==> src/rtl/otg_status_tracker.sv <==
`timescale 1ns/1ps
module otg_status_tracker #(
  parameter int STAT_W = 32
) (
  input  logic              clk,
  input  logic              rst_n,
  input  logic              vbus_valid_i,
  input  logic              session_i,
  input  logic              vbus_det_en_i,
  input  logic [1:0]        line_state_i,
  input  logic              host_discon_i,
  input  logic              id_status_i,
  input  logic              vbus_sense_i,
  output logic [STAT_W-1:0] stat_rdata_o,
  output logic              vbus_chg_o
);
  localparam int VBUS_BIT = 5;
  localparam int LIVE_W   = 9;

  logic [LIVE_W-1:0] stat_q;
  logic              chg_q;

  always_ff @(posedge clk or negedge rst_n) begin
    if (!rst_n) begin
      stat_q <= '0;
      chg_q  <= 1'b0;
    end else begin
      stat_q <= {1'b1, ~session_i, session_i, vbus_valid_i, vbus_sense_i,
                 id_status_i, host_discon_i, line_state_i};
      chg_q  <= (vbus_valid_i != stat_q[VBUS_BIT]);
    end
  end

  logic [LIVE_W-1:0] view;
  assign view = {stat_q[LIVE_W-1:VBUS_BIT+1],
                 stat_q[VBUS_BIT] & vbus_det_en_i,
                 stat_q[VBUS_BIT-1:0]};

  assign stat_rdata_o = {{(STAT_W-LIVE_W){1'b0}}, view};
  assign vbus_chg_o   = chg_q;

  AST_SESS_PAIR: assert property (@(posedge clk) disable iff (!rst_n)
    1'b1 |=> (stat_rdata_o[6] != stat_rdata_o[7]));
  AST_CHG_ON_MOVE: assert property (@(posedge clk) disable iff (!rst_n)
    (vbus_valid_i != stat_q[VBUS_BIT]) |=> vbus_chg_o);
  AST_NO_CHG_ON_HOLD: assert property (@(posedge clk) disable iff (!rst_n)
    (vbus_valid_i == stat_q[VBUS_BIT]) |=> !vbus_chg_o);
  AST_READ_MASK: assert property (@(posedge clk) disable iff (!rst_n)
    !vbus_det_en_i |-> !stat_rdata_o[VBUS_BIT]);
  AST_PWR_GOOD: assert property (@(posedge clk) disable iff (!rst_n)
    1'b1 |=> stat_rdata_o[8]);
  AST_UPPER_ZERO: assert property (@(posedge clk) disable iff (!rst_n)
    stat_rdata_o[STAT_W-1:LIVE_W] == '0);
endmodule

==> config.mk <==
export PLATFORM = sky130hd
export DESIGN_NAME = otg_status_tracker
export DESIGN_NICKNAME = d
export VERILOG_FILES = /design/src/rtl/otg_status_tracker.sv
export SDC_FILE = /design/constraint.sdc
export NUM_CORES = 1
export LEC_CHECK = 0
export BUFFER_PORTS_ARGS = -buffer_cell sky130_fd_sc_hd__buf_2
export CAP_MARGIN = 25
export CORE_MARGIN = 5
export CORE_UTILIZATION = 36
export DETAILED_ROUTE_END_ITERATION = 10
export GPL_ROUTABILITY_DRIVEN = 0
export GPL_TIMING_DRIVEN = 0
export HOLD_SLACK_MARGIN = 0.1
export PLACE_DENSITY = 0.76
export SYNTH_ARGS = -nofsm -noshare
export SYNTH_HDL_FRONTEND = slang
export SYNTH_SLANG_ARGS = --single-unit
==> constraint.sdc <==
create_clock -name clk -period 0.8 [get_ports clk]
set_input_delay 0.12 -clock clk [delete_from_list [all_inputs] [get_ports clk]]
set_output_delay 0.12 -clock clk [all_outputs]
set_load 0.01 [all_outputs]
==> qor.csv <==
metric;value;unit
combined flip-flop and latch cell area;250;um2
failing checks;negative setup slack;
fill cell count;120;
post-route setup slack;-0.206;ns
clock tree buffer depth;2;
R2R Setup Slk;-0.05;ns
Post-Route Setup TNS;-0.912;ns
wire per inst;9.09;um
overall die area;0.00227;mm2
post-detail-place hpwl;719;um
Setup violations, final;11;
pin count of the biggest net entering global routing;11;
CP endpoint kind;output port;
maximum achievable frequency;994;MHz
reported leakage power;0.495;nW
count of maximum capacitance violations;0;
net switching share of the total power;23.1;%
uppermost layer routed;met3;
ratio of total power to cell area;1520;mW/mm2
setup repair after global routing missed its margin;yes;
overall fraction of global-route tracks in use;9.04;%
mapped cell area;510;um2
root buf cell;sky130_fd_sc_hd__clkbuf_4;
post-synthesis cell count;46;
fin crit share;126;%
# nets final;104;
first-pass GRT wire length;1.34;mm
cell types occupying the most area after synthesis;sky130_fd_sc_hd__dfrtp_1 49%, sky130_fd_sc_hd__buf_4 46%, sky130_fd_sc_hd__xor2_1 1.7%, sky130_fd_sc_hd__and2_2 1.5%, sky130_fd_sc_hd__conb_1 1.5%;
initial antenna violation count;0;
multi-input combinational cell area;108;um2
Std-Cell Core Area;0.00132;mm2
clock tree from TritonCTS;done;
clock tree sinks;10;
met2 wire length;478;um
Via density;3.20;
die boundary width;47.7;um
vias after detailed routing;346;
count of unique library cells instantiated by Yosys;6;
status;finished, violations left;
Layout Skew;0.00206;ns
combinational share of power;23.2;%
register area share after synthesis;49.0;%
clock latency on the worst-skew pair;0.26;ns
Top Ports;43;
area growth from synthesis to layout;65.7;%
Antenna diodes;0;
mean cell area of the mapped netlist;11.1;um2
synthesis-stage register bit count;10;
number of placed instances, taps included;102;
top-area cell type share of the netlist area;49.0;%
core utilization of the finished layout;64.2;%
quantity of I/O buffers inserted on ports;19;
maximum fanout count along the critical path;2;
sequential cell fraction of total power;42.6;%
leading area contributor after synthesis;sky130_fd_sc_hd__dfrtp_1;
final count of pins violating max slew;0;
Period minus WS final;1.01;ns
DRT met1 WL;296;um
effective utilization at floorplan;38.7;%
data required time of the worst path;0.68;ns
count of placed standard cells in the final layout, fillers left out;108;
P_int;0.000987;W
path type of the worst min-delay path;primary input to asynchronous set/reset pin;
total count of hold-check failures in the final report;0;
Min Hold Slack;0.255;ns
top library cells by usage in the layout, fill and taps aside;24 x sky130_fd_sc_hd__buf_4, 24 x sky130_fd_sc_hd__conb_1, 11 x sky130_fd_sc_hd__buf_6, 10 x sky130_fd_sc_hd__dfrtp_1, 9 x sky130_fd_sc_hd__buf_2;
Clock Power Share;34.2;%
number of remaining DRC errors;0;
critical path class;flip-flop to output port;
switching power of the nets;0.000297;W
layout cell share with drive strength beyond 1;52.7;%
detailed router's first-iteration violation count;0;
total of warnings raised by yosys;0;
total number of H-tree levels;1;
number of placement rows;13;
vias in the first global route;319;
Critical Path Source Type;flip-flop;
CTS buffer count;3;
remaining global-route overflow;0;
detailed-routed wire length on met3;207;um
VDD IR max;1000;uV
final antenna-violating net count;0;
clock slew at reported path FFs;0.06;ns
final WL;982;um
data arrival time of the worst path;0.89;ns
1st-pass router iterations;1;
Die Span Y;47.7;um
## final timing paths
path | start | endpoint | depth (start not counted)
hold / removal | rst_n | stat_q[1] | 2
setup reg to reg | stat_q[5] | vbus_chg_o | 3
min in group clk | id_status_i | stat_q[3] | 2
hold reg to reg | stat_q[5] | vbus_chg_o | 3
setup / recovery | stat_q[5] | stat_rdata_o[5] | 2
max in group asynchronous | rst_n | stat_q[3] | 2
## per-stage QoR
stage	setup WS (ns)	power, W	cell area [um2]
floorplan	0.117	0.000732	593
global placement	0.00484	0.000791	707
detailed placement	-0.000825	0.000794	707
CTS	-0.226	0.00129	828
global route	-0.251	0.00136	846
finish	-0.206	0.00128	846
## logic make-up (layout without fill, tap and decap cells)
group	Yosys count	count (layout)	synth area share (%)
buffers and inverters	32	57	46.3
and+or+nand+nor	1	1	1.47
xor gates and xnor gates	1	1	1.72
other	2	24	1.47
DFF	10	10	49.0
## registers in the layout (all words and copies together) (netlist names)
name	count
stat_q	9
vbus_chg_o	1
## synth_stat cells
cell	instances
sky130_fd_sc_hd__inv_1	1
sky130_fd_sc_hd__xor2_1	1
sky130_fd_sc_hd__buf_4	31
sky130_fd_sc_hd__dfrtp_1	10
sky130_fd_sc_hd__and2_2	1
sky130_fd_sc_hd__conb_1	2
## critical path, cell delays in order, from the launching register on
cell and delay, ns:
sky130_fd_sc_hd__dfrtp_1 0.38, sky130_fd_sc_hd__and2_4 0.14, sky130_fd_sc_hd__buf_6 0.11
## per-layer routing
metal	track usage (%)	vias to the layer above
li1	-	173
met1	8.64	145
met2	15.0	28
met3	3.38	0
met4	8.06	0
met5	0	-
## power groups by stage
stage / Clock (W) / Combinational (W) / Sequential, W
after floorplan: 0 / 0.000179 / 0.000553
after global placement: 0 / 0.000240 / 0.000550
after detailed placement: 0 / 0.000243 / 0.000551
after CTS: 0.000463 / 0.000277 / 0.000546
after global routing: 0.000482 / 0.000324 / 0.000550
final: 0.000439 / 0.000297 / 0.000547
## area by class of cell
cell class              count  share of cell area, %
repair buffers             29                   30.3
flip-flops and latches     10                   29.6
plain buffers              23                   20.4
multi-input cells          26                   12.7
clock buffers               4                   4.29
well taps                  15                   2.22
inverters                   1                  0.444
## repair_timing
action / in CTS / in global routing
resized for setup: 10 / 2
setup buffers: 1 / 1
setup endpoints to repair: 10 / 10
pin swaps: 1 / 1
hold endpoints to repair: 19 / 0
hold buffers: 8 / 0
Power figures use the tool's default switching activity.
